`config.mk`:
```
export PLATFORM = sky130hd
export DESIGN_NAME = cfg_stream_decoder
export DESIGN_NICKNAME = d
export VERILOG_FILES = /design/src/rtl/cfgdec_pkg.sv /design/src/rtl/cfgdec_ctrl.sv /design/src/rtl/cfgdec_regs.sv /design/src/rtl/cfg_stream_decoder.sv
export SDC_FILE = /design/constraint.sdc
export NUM_CORES = 1
export LEC_CHECK = 0
export BUFFER_PORTS_ARGS = -buffer_cell sky130_fd_sc_hd__buf_2
export CAP_MARGIN = 20
export CORE_MARGIN = 2
export CORE_UTILIZATION = 53
export CTS_CLUSTER_DIAMETER = 30
export DETAILED_ROUTE_END_ITERATION = 7
export GPL_TIMING_DRIVEN = 0
export PLACE_DENSITY = 0.8
export SETUP_SLACK_MARGIN = 0.4
export SLEW_MARGIN = 10
export SYNTH_ARGS = -nofsm -noshare
export SYNTH_HDL_FRONTEND = slang
export SYNTH_SLANG_ARGS = --single-unit
```
`constraint.sdc`:
```
create_clock -name clk -period 2.75 [get_ports clk]
set_clock_uncertainty 0.1 [all_clocks]
set_input_delay 0.1375 -clock clk [delete_from_list [all_inputs] [get_ports clk]]
set_output_delay 0.1375 -clock clk [all_outputs]
set_load 0.01 [all_outputs]
```
`src/rtl/cfgdec_pkg.sv`:
```
package cfgdec_pkg;
  localparam int WORD_W = 16;
  localparam int LEN_W = 8;
  localparam logic [WORD_W-1:0] OPEN_WORD = 16'hF5A5;
  localparam logic [WORD_W-1:0] CLOSE_WORD = 16'hFA5A;

  localparam logic [7:0] TAG_MODE = 8'd0;
  localparam logic [7:0] TAG_DIV = 8'd1;
  localparam logic [7:0] TAG_CNT = 8'd3;
  localparam logic [7:0] TAG_TPOS = 8'd5;
  localparam logic [7:0] TAG_TGLB = 8'd7;
  localparam logic [7:0] TAG_CHEN = 8'd8;
  localparam logic [7:0] TAG_TRIG = 8'd64;

  typedef enum logic [2:0] {
    F_SKIP, F_MODE, F_DIV, F_CNT, F_TPOS, F_TGLB, F_CHEN, F_TRIG
  } field_e;

  typedef struct packed {
    logic load;
    field_e field;
    logic [LEN_W-1:0] idx;
  } strobe_t;

  function automatic field_e decodeField(input logic [7:0] tag,
                                         input logic [LEN_W-1:0] len,
                                         input logic [LEN_W-1:0] trigLen);
    field_e f;
    f = F_SKIP;
    case (tag)
      TAG_MODE: if (len == 8'd1) f = F_MODE;
      TAG_DIV:  if (len == 8'd2) f = F_DIV;
      TAG_CNT:  if (len == 8'd2) f = F_CNT;
      TAG_TPOS: if (len == 8'd2) f = F_TPOS;
      TAG_TGLB: if (len == 8'd1) f = F_TGLB;
      TAG_CHEN: if (len == 8'd1) f = F_CHEN;
      TAG_TRIG: if (len == trigLen) f = F_TRIG;
      default:  f = F_SKIP;
    endcase
    return f;
  endfunction
endpackage

```
`src/rtl/cfgdec_ctrl.sv`:
```
module cfgdec_ctrl
  import cfgdec_pkg::*;
#(
  parameter int TRIG_WORDS = 160
) (
  input  logic              clk,
  input  logic              rstN,
  input  logic              wordValid,
  input  logic [WORD_W-1:0] wordData,
  output strobe_t           strobe,
  output logic              cfgValid,
  output logic              cfgError
);
  localparam logic [LEN_W-1:0] TRIG_LEN = LEN_W'(TRIG_WORDS);

  typedef enum logic [2:0] {S_HUNT, S_OPEN_HI, S_HDR, S_PAY, S_CLOSE_HI} state_e;

  state_e state;
  field_e curField;
  logic [LEN_W-1:0] remain;
  logic [LEN_W-1:0] idx;

  logic [7:0] hdrTag;
  logic [LEN_W-1:0] hdrLen;
  assign hdrTag = wordData[15:8];
  assign hdrLen = wordData[7:0];

  always_comb begin
    strobe.load = (state == S_PAY) && wordValid && (curField != F_SKIP);
    strobe.field = curField;
    strobe.idx = idx;
  end

  always_ff @(posedge clk) begin
    if (!rstN) begin
      state <= S_HUNT;
      curField <= F_SKIP;
      remain <= '0;
      idx <= '0;
      cfgValid <= 1'b0;
      cfgError <= 1'b0;
    end else begin
      cfgValid <= 1'b0;
      if (wordValid) begin
        case (state)
          S_HUNT: begin
            if (wordData == OPEN_WORD) state <= S_OPEN_HI;
            else cfgError <= 1'b1;
          end
          S_OPEN_HI: begin
            if (wordData == OPEN_WORD) begin
              state <= S_HDR;
              cfgError <= 1'b0;
            end else begin
              state <= S_HUNT;
              cfgError <= 1'b1;
            end
          end
          S_HDR: begin
            if (wordData == CLOSE_WORD) begin
              state <= S_CLOSE_HI;
            end else if (hdrLen != '0) begin
              curField <= decodeField(hdrTag, hdrLen, TRIG_LEN);
              remain <= hdrLen;
              idx <= '0;
              state <= S_PAY;
            end
          end
          S_PAY: begin
            remain <= remain - 1'b1;
            idx <= idx + 1'b1;
            if (remain == 8'd1) state <= S_HDR;
          end
          S_CLOSE_HI: begin
            state <= S_HUNT;
            if (wordData == CLOSE_WORD) cfgValid <= 1'b1;
            else cfgError <= 1'b1;
          end
          default: state <= S_HUNT;
        endcase
      end
    end
  end

  // the completion strobe lasts one cycle
  a_r8_valid_pulse: assert property (@(posedge clk) disable iff (!rstN)
    cfgValid |=> !cfgValid);

  // a completed frame never coexists with a raised error
  a_r9_valid_no_error: assert property (@(posedge clk) disable iff (!rstN)
    cfgValid |-> !cfgError);

  // idle input cycles hold the parser still
  a_r10_stall: assert property (@(posedge clk) disable iff (!rstN)
    !wordValid |=> $stable(state) && $stable(remain) && $stable(idx));

  // a payload phase never holds a zero remaining count
  a_r11_no_empty_payload: assert property (@(posedge clk) disable iff (!rstN)
    (state == S_PAY) |-> (remain != '0));
endmodule

```
`src/rtl/cfgdec_regs.sv`:
```
module cfgdec_regs
  import cfgdec_pkg::*;
#(
  parameter int TRIG_WORDS = 160,
  localparam int ADDR_W = $clog2(TRIG_WORDS)
) (
  input  logic              clk,
  input  logic              rstN,
  input  strobe_t           strobe,
  input  logic [WORD_W-1:0] wordData,
  output logic [15:0]       modeWord,
  output logic [31:0]       clkDivider,
  output logic [31:0]       sampleCount,
  output logic [31:0]       trigPos,
  output logic [15:0]       trigGlobal,
  output logic [15:0]       chanEnable,
  output logic              stageWrEn,
  output logic [ADDR_W-1:0] stageWrAddr,
  output logic [WORD_W-1:0] stageWrData
);
  logic hiHalf;
  assign hiHalf = strobe.idx[0];

  always_ff @(posedge clk) begin
    if (!rstN) begin
      modeWord <= '0;
      clkDivider <= '0;
      sampleCount <= '0;
      trigPos <= '0;
      trigGlobal <= '0;
      chanEnable <= '0;
      stageWrEn <= 1'b0;
      stageWrAddr <= '0;
      stageWrData <= '0;
    end else begin
      stageWrEn <= 1'b0;
      if (strobe.load) begin
        case (strobe.field)
          F_MODE: modeWord <= wordData;
          F_TGLB: trigGlobal <= wordData;
          F_CHEN: chanEnable <= wordData;
          F_DIV: begin
            if (hiHalf) clkDivider[31:16] <= wordData;
            else clkDivider[15:0] <= wordData;
          end
          F_CNT: begin
            if (hiHalf) sampleCount[31:16] <= wordData;
            else sampleCount[15:0] <= wordData;
          end
          F_TPOS: begin
            if (hiHalf) trigPos[31:16] <= wordData;
            else trigPos[15:0] <= wordData;
          end
          F_TRIG: begin
            stageWrEn <= 1'b1;
            stageWrAddr <= strobe.idx[ADDR_W-1:0];
            stageWrData <= wordData;
          end
          default: ;
        endcase
      end
    end
  end

  // table writes stay inside the table
  a_r6_addr_range: assert property (@(posedge clk) disable iff (!rstN)
    stageWrEn |-> ({1'b0, stageWrAddr} < (ADDR_W+1)'(TRIG_WORDS)));

  // without a load strobe no configuration register moves
  a_r7_hold_without_load: assert property (@(posedge clk) disable iff (!rstN)
    !strobe.load |=> $stable(modeWord) && $stable(clkDivider) && $stable(sampleCount)
      && $stable(trigPos) && $stable(trigGlobal) && $stable(chanEnable) && !stageWrEn);
endmodule

```
`src/rtl/cfg_stream_decoder.sv`:
```
module cfg_stream_decoder
  import cfgdec_pkg::*;
#(
  parameter int TRIG_WORDS = 160,
  localparam int ADDR_W = $clog2(TRIG_WORDS)
) (
  input  logic              clk,
  input  logic              rstN,
  input  logic              wordValid,
  input  logic [15:0]       wordData,
  output logic [15:0]       modeWord,
  output logic [31:0]       clkDivider,
  output logic [31:0]       sampleCount,
  output logic [31:0]       trigPos,
  output logic [15:0]       trigGlobal,
  output logic [15:0]       chanEnable,
  output logic              stageWrEn,
  output logic [ADDR_W-1:0] stageWrAddr,
  output logic [15:0]       stageWrData,
  output logic              cfgValid,
  output logic              cfgError
);
  strobe_t strobe;

  cfgdec_ctrl #(.TRIG_WORDS(TRIG_WORDS)) uCtrl (
    .clk(clk), .rstN(rstN), .wordValid(wordValid), .wordData(wordData),
    .strobe(strobe), .cfgValid(cfgValid), .cfgError(cfgError)
  );

  cfgdec_regs #(.TRIG_WORDS(TRIG_WORDS)) uRegs (
    .clk(clk), .rstN(rstN), .strobe(strobe), .wordData(wordData),
    .modeWord(modeWord), .clkDivider(clkDivider), .sampleCount(sampleCount),
    .trigPos(trigPos), .trigGlobal(trigGlobal), .chanEnable(chanEnable),
    .stageWrEn(stageWrEn), .stageWrAddr(stageWrAddr), .stageWrData(stageWrData)
  );
endmodule

```
# --- Word-level counts from Yosys, hierarchy flattened ---
# Index checks and enable logic that the tools add are counted.
classes:
  addsub: 2
  multipliers: 0
  div: 0
  magnitude_cmp: 0
  eq_ne: 30
  shift: 0
  n_mux: 26
  bitwise: 2
  reduce_logical: 24
op_table:
  columns: ["operator", "count"]
  rows:
  - ["== test 16 bit, second input constant", 2]
  - ["two-way mux 8 bit", 4]
  - ["one-hot mux 8 bit (2 select lines)", 2]
  - ["== test 8 x 1 -> 1 bit, second input constant", 3]
  - ["two-way mux 3 bit", 8]
  - ["one-hot mux 3 bit (7 select lines)", 1]
  - ["AND reduction 3 bit", 7]
  - ["== test 8 x 2 -> 1 bit, second input constant", 2]
  - ["== test 8 x 3 -> 1 bit, second input constant", 2]
  - ["AND reduction 4 bit", 4]
  - ["== test 3 bit, second input constant", 5]
  - ["== test 3 x 2 -> 1 bit, second input constant", 4]
  - ["one-hot mux 3 bit (4 select lines)", 1]
  - ["AND reduction 2 bit", 5]
  - ["adder 8 x 1 -> 8 bit, second input constant", 1]
  - ["== test 8 x 4 -> 1 bit, second input constant", 1]
  - ["== test 8 x 7 -> 1 bit, second input constant", 1]
  - ["== test 8 bit, second input constant", 1]
  - ["zero test 8 bit", 1]
  - ["inequality test 2 bit, second input constant", 4]
  - ["nonzero test 8 bit", 1]
  - ["subtractor 8 x 1 -> 8 bit, second input constant", 1]
  - ["== test 3 x 1 -> 1 bit, second input constant", 2]
  - ["two-way mux 1 bit", 6]
  - ["9 further kinds", 15]
word_totals:
  ff_bits: 193
  latchBits: 0
  mem_bits_rw: 0
  rom_bits: 0
  input_bits: 19
  wordCells: 102
  memories: 0

# --- Depth between registers and ports, before layout ---
# Gate-level depths: netlist of the first run.
logic_depth:
  word_depth: 4
  depth_mapped: 8
  depth_no_buf: 6

# --- Cells and area by module ---
# A second synthesis of the first run with hierarchy kept.
unflattened:
  hier_cells: 836
  hier_area_um2: 7572.3
modules_own_cells:
  columns: ["module", "n_inst", "cells_each", "area_each_um2"]
  rows:
  - ["cfgdec_regs", 1, 628, 6027.0]
  - ["cfgdec_ctrl", 1, 208, 1545.2]

# --- Worst setup path after synthesis of the first run ---
# Ideal clock, no wire load.
synth_path:
  path_type: "register -> register"
  start: "register uCtrl.state[1]"
  end: "register uRegs.sampleCount[12]"
  setup_time_ps: 128
  arrival_time_ps: 1793
  setup_slack_ps: 729
  stages_incl_launch_ff: 9
  synth_period_minus_slack_ps: 2021
  cell_sequence: "dfxtp_1 > buf_2 > nand4b_1 > nor2_2 > and3b_1 > buf_2 > buf_4 > mux2i_1 > nor2_1"
synth_between:
  elab_chain_len: 4
synth_lines:
  columns: ["item", "line_no", "source"]
  rows:
  - ["from (decl)", "cfgdec_ctrl.sv:18", "state_e state;"]
  - ["from (signal assigned)", "cfgdec_ctrl.sv:36", "state <= S_HUNT;"]
  - ["from (signal assigned)", "cfgdec_ctrl.sv:47", "if (wordData == OPEN_WORD) state <= S_OPEN_HI;"]
  - ["from (signal assigned)", "cfgdec_ctrl.sv:52", "state <= S_HDR;"]
  - ["== test 3 x 2 -> 1 bit", "cfgdec_ctrl.sv:29", "strobe.load = (state == S_PAY) && wordValid && (curField != F_SKIP);"]
  - ["logical AND 1 bit (2 in a row)", "cfgdec_ctrl.sv:29", null]
  - ["AND reduction 3 bit (no source line)", null, null]
  - ["to (signal assigned)", "cfgdec_regs.sv:48", "else sampleCount[15:0] <= wordData;"]
  - ["to (decl)", "cfgdec_regs.sv:13", "output logic [31:0] sampleCount,"]
# Every way passes these cells.
# A chain may end at the register's enable or synchronous reset.

# --- Final worst setup path of the first run ---
layout_path:
  start: "register uCtrl.state[1]"
  end: "register uRegs.modeWord[8]"
layout_between:
  elab_chain_len: 4
layout_lines:
  columns: ["item", "line_no", "source"]
  rows:
  - ["== test 3 x 2 -> 1 bit", "cfgdec_ctrl.sv:29", null]
  - ["logical AND 1 bit (2 in a row)", "cfgdec_ctrl.sv:29", null]
  - ["AND reduction 2 bit (no source line)", null, null]
  - ["to (signal assigned)", "cfgdec_regs.sv:39", "F_MODE: modeWord <= wordData;"]
  - ["to (decl)", "cfgdec_regs.sv:11", "output logic [15:0] modeWord,"]
# Every way passes these cells.

==> run_results.csv, run 1 <==
group,metric,value,unit
synthesis,yosysWarnings,0,
critical_path,timing.rr.end,"uRegs.modeWord[8]$_SDFFE_PN0P_",
sta,period_share,81.6,%
flow_run,maxCapViolCount,0,
outcome,status,"completed",
floorplan,pin_count,190,
drt,viasPerCell,5.63,
cells_and_area,area_growth,25.5,%
floorplan,core_area,0.0144,sq mm
sta,setup_viol,0,
sta,whs,0.0447,ns
global_route,grt_pass1_vias,6736,
sta,setup_tns,0,ns
global_route,grt_pass1_wl,36200,microns
clocking,cts_sinks,193,
critical_path,worstSetupEndpoint,"uRegs.modeWord[8]$_SDFFE_PN0P_",
clocking,clk_pin_slew_worst_paths,0.07,ns
critical_path,cp-start-kind,"flop",
synthesis,synth-main-ff-cell,"dfxtp_1",
sta,slew_headroom,36.4,%
critical_path,rr_worst_depth,8,
critical_path,cp_common_cell,"buf_2",
sta,fin_crit,2.24,ns
synthesis,synth_area_leaders,"dfxtp_1 50%, mux2i_1 12%, nand2_1 6.4%",
cells_and_area,fin_nets,1117,
synthesis,synth_edf_count,0,
min_path,holdCritPathClass,"input port to flop",
floorplan,fp-row-count,44,
floorplan,die_w,124,microns
critical_path,cp.arrival,2.45,ns
clocking,cts_inserted_buffers,17,
sta,rsz0062_at_grt,"no",
synthesis,synthCells,873,
sta,finalHoldViolations,0,
critical_path,reg2reg_slack,0.51,ns
placement,numPortBuffers,186,
pwr,vdd_ir_drop_max,518,uV
cells_and_area,drive_gt1_share,23.4,%
drt,wire_per_inst,18.3,microns
global_route,grt_remaining_overflow,0,
critical_path,max_stage_delay,0.50,ns
drt,drc,0,
drt,routed_wl,23600,microns
drt,drt_iter0_markers,589,
synthesis,synthArstFlopShare,0,%
synthesis,synth_cell_type_count,57,
synthesis,ys_seq_elements,193,
critical_path,cp-startpoint,"uCtrl.state[1]$_SDFFE_PN0P_",
sta,fin_ws,0.506,ns
global_route,grt_max_degree,17,
critical_path,crit_path_cell_trace,"buf_2 -> nand4b_1 -> buf_4 -> or4b_1 -> buf_2 -> buf_2 -> mux2i_1 -> nor2_1",
synthesis,syn_avg_cell_area,8.80,sq um
pwr,p_leak,4.29,nW
placement,gp_routability_congestion,0.946,
global_route,track_usage,29.5,%
synthesis,synth_top_area_cell,"dfxtp_1",
cells_and_area,utilization,67.1,%
global_route,antenna_found_initial,0,
critical_path,reg2reg_from,"uCtrl.state[1]$_SDFFE_PN0P_",
sta,worstMarginPinSlew,0.953,ns
critical_path,cp_max_fo,10,
drt,ant_nets,0,
floorplan,die_y,124,microns
pwr,total_power,5.65,mW
clocking,cts-root-buf,"clkbuf_16",
synthesis,ys_seq_area_share,50.3,%
floorplan,start_util,53.5,%
critical_path,cp-end-kind,"flop",
critical_path,slowest_stage,"or4b_1",
drt,first_pass_iters,5,
drt,dr_total_vias,7267,
floorplan,die_area,0.0155,sq mm
clocking,cts_tree,"built",
placement,hpwl,16000,microns
sta,slew_viol_final,0,
critical_path,critical_path_required,2.95,ns
critical_path,crit_type,"flop to flop",
clocking,clock_latency,0.43,ns
synthesis,synth.cell_area,0.00768,sq mm
sta,max_freq,446,MHz
synthesis,syn-num-nets,895,
cells_and_area,antennaDiodeCount,0,
placement,dp_slack,0.147,ns
synthesis,synth_top_area_share,50.3,%
clocking,cts_max_level,4,
clocking,cts_buffer_depth,2,
pwr,power_density,586,mW/mm^2
## metal layers
| metal | GRT usage (%) | part of all wire [%] |
|---|---|---|
| met1 | 37.6 | 41 |
| met2 | 47.1 | 46 |
| met3 | 7.86 | 9.1 |
| met4 | 13.0 | 3.6 |
| met5 | 0 | 0 |
## worst max-delay path, delay by kind of cell, from the launching register on
kind / cells / cell delay [ns]
AND/OR/NAND/NOR: 3 / 0.67
buffers and inverters: 4 / 0.84
multiplexers: 1 / 0.19
flip-flops: 1 / 0.31
## state kept, by name, summed over array words and instances (netlist names), 8 cells and up
signal,flops
uCtrl.idx,8
uRegs.trigGlobal,16
uRegs.stageWrAddr,8
uRegs.modeWord,16
uRegs.trigPos,32
uRegs.chanEnable,16
uRegs.sampleCount,32
uRegs.clkDivider,32
uRegs.stageWrData,16
uCtrl.remain,8
## synthesized netlist by cell type, types with 3 or more instances
cell	n
o21ai_0	7
nand3b_1	3
nand4b_1	4
or3_1	5
dfxtp_1	193
and4_1	5
nand4_1	5
nand2b_1	11
nor2_1	117
a22o_1	3
clkbuf_1	57
nand4bb_1	3
or4_1	6
o31ai_1	6
a211oi_1	4
nand3_1	43
xnor2_1	3
and4b_1	3
nand2_1	131
buf_2	11
and3_1	4
mux2i_1	94
nor3_1	6
nor4_1	6
inv_1	7
a21oi_1	93
ha_1	3
## where the power goes
part	total [mW]	switching (mW)	internal [mW]
Combinational	0.205	0.164	0.0404
Sequential	2.79	0.000633	2.79
Clock	2.65	1.10	1.55
## layout by cell type (no fill, tap or decap), drive strengths merged, types with 2 or more instances in the layout
cell type,n
nand4bb,3
a22o,3
nand4,5
o21ai,9
dfxtp,193
o311ai,2
or4,7
or4b,2
nand4b,4
a21oi,93
nor4b,2
nand3b,3
clkinv,3
o31ai,6
and4b,3
and4,5
or3,5
bufinv,4
inv,9
a31o,2
nor4,6
xnor2,3
a211oi,4
and2,2
ha,3
nand3,43
nor2,118
nor3,8
mux2i,94
nor3b,3
nand2b,11
and3,4
clkbuf,77
nand2,131
clkinvlp,3
buf,218
## cell type report
class	instances	area, sq um
Sequential cell	193	3860
Multi-Input combinational cell	599	3520
Buffer	73	308
Inverter	8	30.0
Clock buffer	20	447
Timing Repair Buffer	203	1060
Clock inverter	11	181
Tap cell	184	230
Fill cell	1211	4720
## logic make-up (layout without fill, tap and decap cells)
logic type,count (synthesis),in the layout,synth area share (%)
compound gates,130,130,9.83
buf+inv,81,315,4.33
fa+ha+maj,3,3,0.488
xor+xnor,3,3,0.342
mux,95,95,12.4
simple gates,368,368,22.3
flops,193,193,50.3
## how the worst min path moves through the flow
stage | from | endpoint | slack [ns] | cells after the start
global route | wordData[7] | uCtrl.remain[7]$_SDFFE_PN0P_ | 0.07 | 3
CTS | wordData[7] | uCtrl.remain[7]$_SDFFE_PN0P_ | 0.02 | 3
detailed placement | uRegs.trigPos[3]$_SDFFE_PN0P_ | uRegs.trigPos[3]$_SDFFE_PN0P_ | 0.34 | 2
global placement | uRegs.clkDivider[1]$_SDFFE_PN0P_ | uRegs.clkDivider[1]$_SDFFE_PN0P_ | 0.34 | 2
floorplan | wordData[7] | uCtrl.remain[7]$_SDFFE_PN0P_ | 0.23 | 2
finish | wordData[7] | uCtrl.remain[7]$_SDFFE_PN0P_ | 0.04 | 3
## metrics by stage
stage	instance area, sq um	cells
floorplan	7680	873
global placement	8850	1243
detailed placement	8850	1243
CTS	9520	1277
global route	9640	1291
finish	9640	1291
## timing repair
action | in CTS | in global routing
setup endpoints to repair | 69 | 79
gates resized for setup | 4 | 10
hold buffers | 1 | 0
setup buffers | 2 | 14
pin swaps | 1 | 6
endpoints found under the hold margin | 1 | 0
Note: power is estimated with default switching activity, not from simulation.
==> run 2, diff against run 1 <==
- ABC_AREA: default -> 1
- CORE_UTILIZATION: 53 -> 54
- PLACE_DENSITY: 0.8 -> 0.81
- clock period: 2.75 -> 2.3 ns (I/O delays scaled with it)
==> run_results.csv, run 2 <==
group,metric,value,unit
outcome,status,"completed",
drt,routed_wl,24200,microns
synthesis,synthCells,1024,
pwr,p_leak,4.32,nW
synthesis,synth_area_leaders,"dfxtp_1 47%, a21oi_2 7.4%, inv_1 7.1%",
critical_path,slowest_stage,"dfxtp_1",
sta,fin_crit,1.81,ns
critical_path,cp_max_fo,10,
synthesis,synth_compound_area_share,25.9,%
floorplan,die_y,127,microns
cells_and_area,fin_nets,1258,
synthesis,post-synth-top-count-cell,"dfxtp_1",
sta,slew_headroom,55.0,%
synthesis,synth-adder-area-share,0.456,%
sta,period_share,78.8,%
sta,rsz0062_at_grt,"yes",
critical_path,cp-start-kind,"flop",
synthesis,synthMuxAreaShare,0,%
critical_path,cp-end-kind,"flop",
clocking,cts_max_level,4,
sta,finalHoldViolations,0,
synthesis,synth-simple-area-share,13.5,%
placement,gp_routability_congestion,0.944,
cells_and_area,final_common_cell,"buf_2",
drt,wire_per_inst,16.9,microns
synthesis,synth.cell_area,0.00823,sq mm
clocking,cts-root-buf,"clkbuf_16",
synthesis,synth_top_area_cell,"dfxtp_1",
clocking,clk_pin_slew_worst_paths,0.07,ns
global_route,grt_max_degree,17,
critical_path,crit_path_cell_trace,"inv_2 -> nand2_2 -> nor2_8 -> nand2_4 -> nor2_8 -> nand3_4 -> buf_6 -> o21ai_1 -> a21oi_2",
critical_path,critPathTopFamily,"simple AND/OR/NAND/NOR gates",
placement,dp_slack,0.428,ns
synthesis,synth_top_family_by_area,"compound AO/OA/AOI/OAI gates",
flow_run,maxCapViolCount,0,
critical_path,crit_type,"flop to flop",
drt,drt_iter0_markers,705,
cells_and_area,drive_gt1_share,29.5,%
placement,hpwl,16600,microns
synthesis,yosysWarnings,0,
floorplan,start_util,54.7,%
drt,ant_nets,0,
synthesis,ys_seq_elements,193,
floorplan,core_area,0.0150,sq mm
drt,first_pass_iters,5,
sta,setup_tns,0,ns
clocking,cts_inserted_buffers,17,
critical_path,worst-path-buf-inv,2,
cells_and_area,layout.cells.most_common_list,"195 x buf_2, 191 x dfxtp_1, 154 x inv_1, 112 x a21oi_1, 105 x o21ai_1",
sta,slew_viol_final,0,
floorplan,fp-row-count,45,
clocking,cts_sinks,193,
critical_path,cp.arrival,2.04,ns
critical_path,cp_common_cell,"nor2_8",
global_route,grt_remaining_overflow,0,
clocking,cts_tree,"built",
pwr,vdd_ir_drop_max,543,uV
global_route,grt_pass1_vias,7025,
floorplan,die_w,127,microns
placement,numPortBuffers,182,
synthesis,synth-main-ff-cell,"dfxtp_1",
synthesis,synthArstFlopShare,0,%
synthesis,synth_edf_count,0,
floorplan,die_area,0.0162,sq mm
drt,viasPerCell,5.45,
synthesis,syn-num-nets,1046,
floorplan,pin_count,190,
clocking,clock_latency,0.44,ns
synthesis,synth_cell_type_count,34,
drt,drc,0,
synthesis,synthTopCellsByCount,"193 x dfxtp_1, 155 x inv_1, 112 x a21oi_1",
cells_and_area,area_growth,22.6,%
sta,worstMarginPinSlew,0.674,ns
critical_path,critical_path_required,2.53,ns
pwr,total_power,6.69,mW
cells_and_area,reg_top3,"uRegs.clkDivider x32, uRegs.sampleCount x32, uRegs.trigPos x32",
critical_path,max_stage_delay,0.37,ns
pwr,power_density,663,mW/mm^2
clocking,cts_buffer_depth,2,
synthesis,ys_seq_area_share,46.9,%
synthesis,synth_top_area_share,46.9,%
global_route,grt_pass1_wl,36700,microns
global_route,track_usage,29.1,%
synthesis,syn_avg_cell_area,8.04,sq um
global_route,antenna_found_initial,1,
min_path,holdCritPathClass,"input port to flop",
drt,dr_total_vias,7827,
sta,setup_viol,0,
synthesis,synth_xor_area_share,0.319,%
sta,max_freq,552,MHz
sta,fin_ws,0.488,ns
## run 2: changes by cell type after synthesis, sizes merged, moves of 6 or more
cell / change
o31ai: -6
nand2: -32
inv: +153
or4: -7
nor2: -33
nand2b: -11
o21ai: +176
a21oi: +90
mux2i: -94
nand3: -10
buf: +25
nor4: -6
clkbuf: -31
## run 2: path summary, 6_finish.rpt
path	cells past startpoint	to	slack (ns)	start
setup / recovery	9	uRegs.clkDivider[5]$_SDFFE_PN0P_	0.49	uCtrl.state[2]$_SDFFE_PN0P_
hold / removal	3	uRegs.trigPos[16]$_SDFFE_PN0P_	0.04	wordData[0]
setup reg to reg	9	uRegs.clkDivider[5]$_SDFFE_PN0P_	0.49	uCtrl.state[2]$_SDFFE_PN0P_
hold reg to reg	2	uRegs.trigPos[2]$_SDFFE_PN0P_	0.34	uRegs.trigPos[2]$_SDFFE_PN0P_
## run 2: power breakdown
| part | leakage [nW] | switching, mW | total [mW] | internal (mW) |
|---|---|---|---|---|
| combinational | 2.49 | 0.321 | 0.438 | 0.117 |
| sequential | 1.56 | 0.0170 | 3.37 | 3.36 |
| clock | 0.267 | 1.28 | 2.88 | 1.60 |
## run 2: what timing repair did
item | 4_1_cts | 5_1_grt
buffers inserted | 0 | 4
resized for setup | 0 | 26
hold endpoints to repair | 18 | 0
endpoints found under the setup margin | 0 | 93
hold buffers | 7 | 0
## run 2: cell type report
type | instances | area (sq um)
clock buffer | 22 | 484
inverter | 162 | 612
tap | 188 | 235
sequential | 193 | 3870
fill | 1232 | 4940
clock inverter | 7 | 78.8
timing repair buffer | 193 | 1010
buffer | 67 | 469
antenna | 1 | 2.50
multi-input combinational | 602 | 3330
## run 2: cells by family (layout without fill, tap and decap cells)
logic type,Yosys count,count (layout)
adder cells (fa/ha/maj),3,3
AO/OA/AOI/OAI,369,369
buffers and inverters,229,451
other,0,1
AND/OR/NAND/NOR,227,227
XOR/XNOR,3,3
flip-flops,193,193
## run 2: metal layers
layer  part of all wire [%]  vias up  wire, microns  GRT usage, %
met5                      0        -              0             0
met4                    2.7        0            659          10.3
met3                    7.8       46           1880          5.53
met2                     48      372          11600          49.3
met1                     41     3669          10000          37.1
li1                       -     3740              -             -
## run 2: metrics by stage
stage          area (sq um)  hold WS, ns  utilization, %  cells
6_report              10100       0.0417            67.1   1435
5_1_grt               10100       0.0349            67.1   1435
4_1_cts               10000       0.0181            66.6   1430
3_5_place_dp           9380        0.333            62.4   1394
3_3_place_gp           9380        0.330            62.4   1394
2_1_floorplan          8230        0.174               -   1024
## run 2: tightest hold or removal path, cell delays in order
cell     delay, ns
buf_2         0.19
o21ai_0       0.18
a21oi_1       0.04
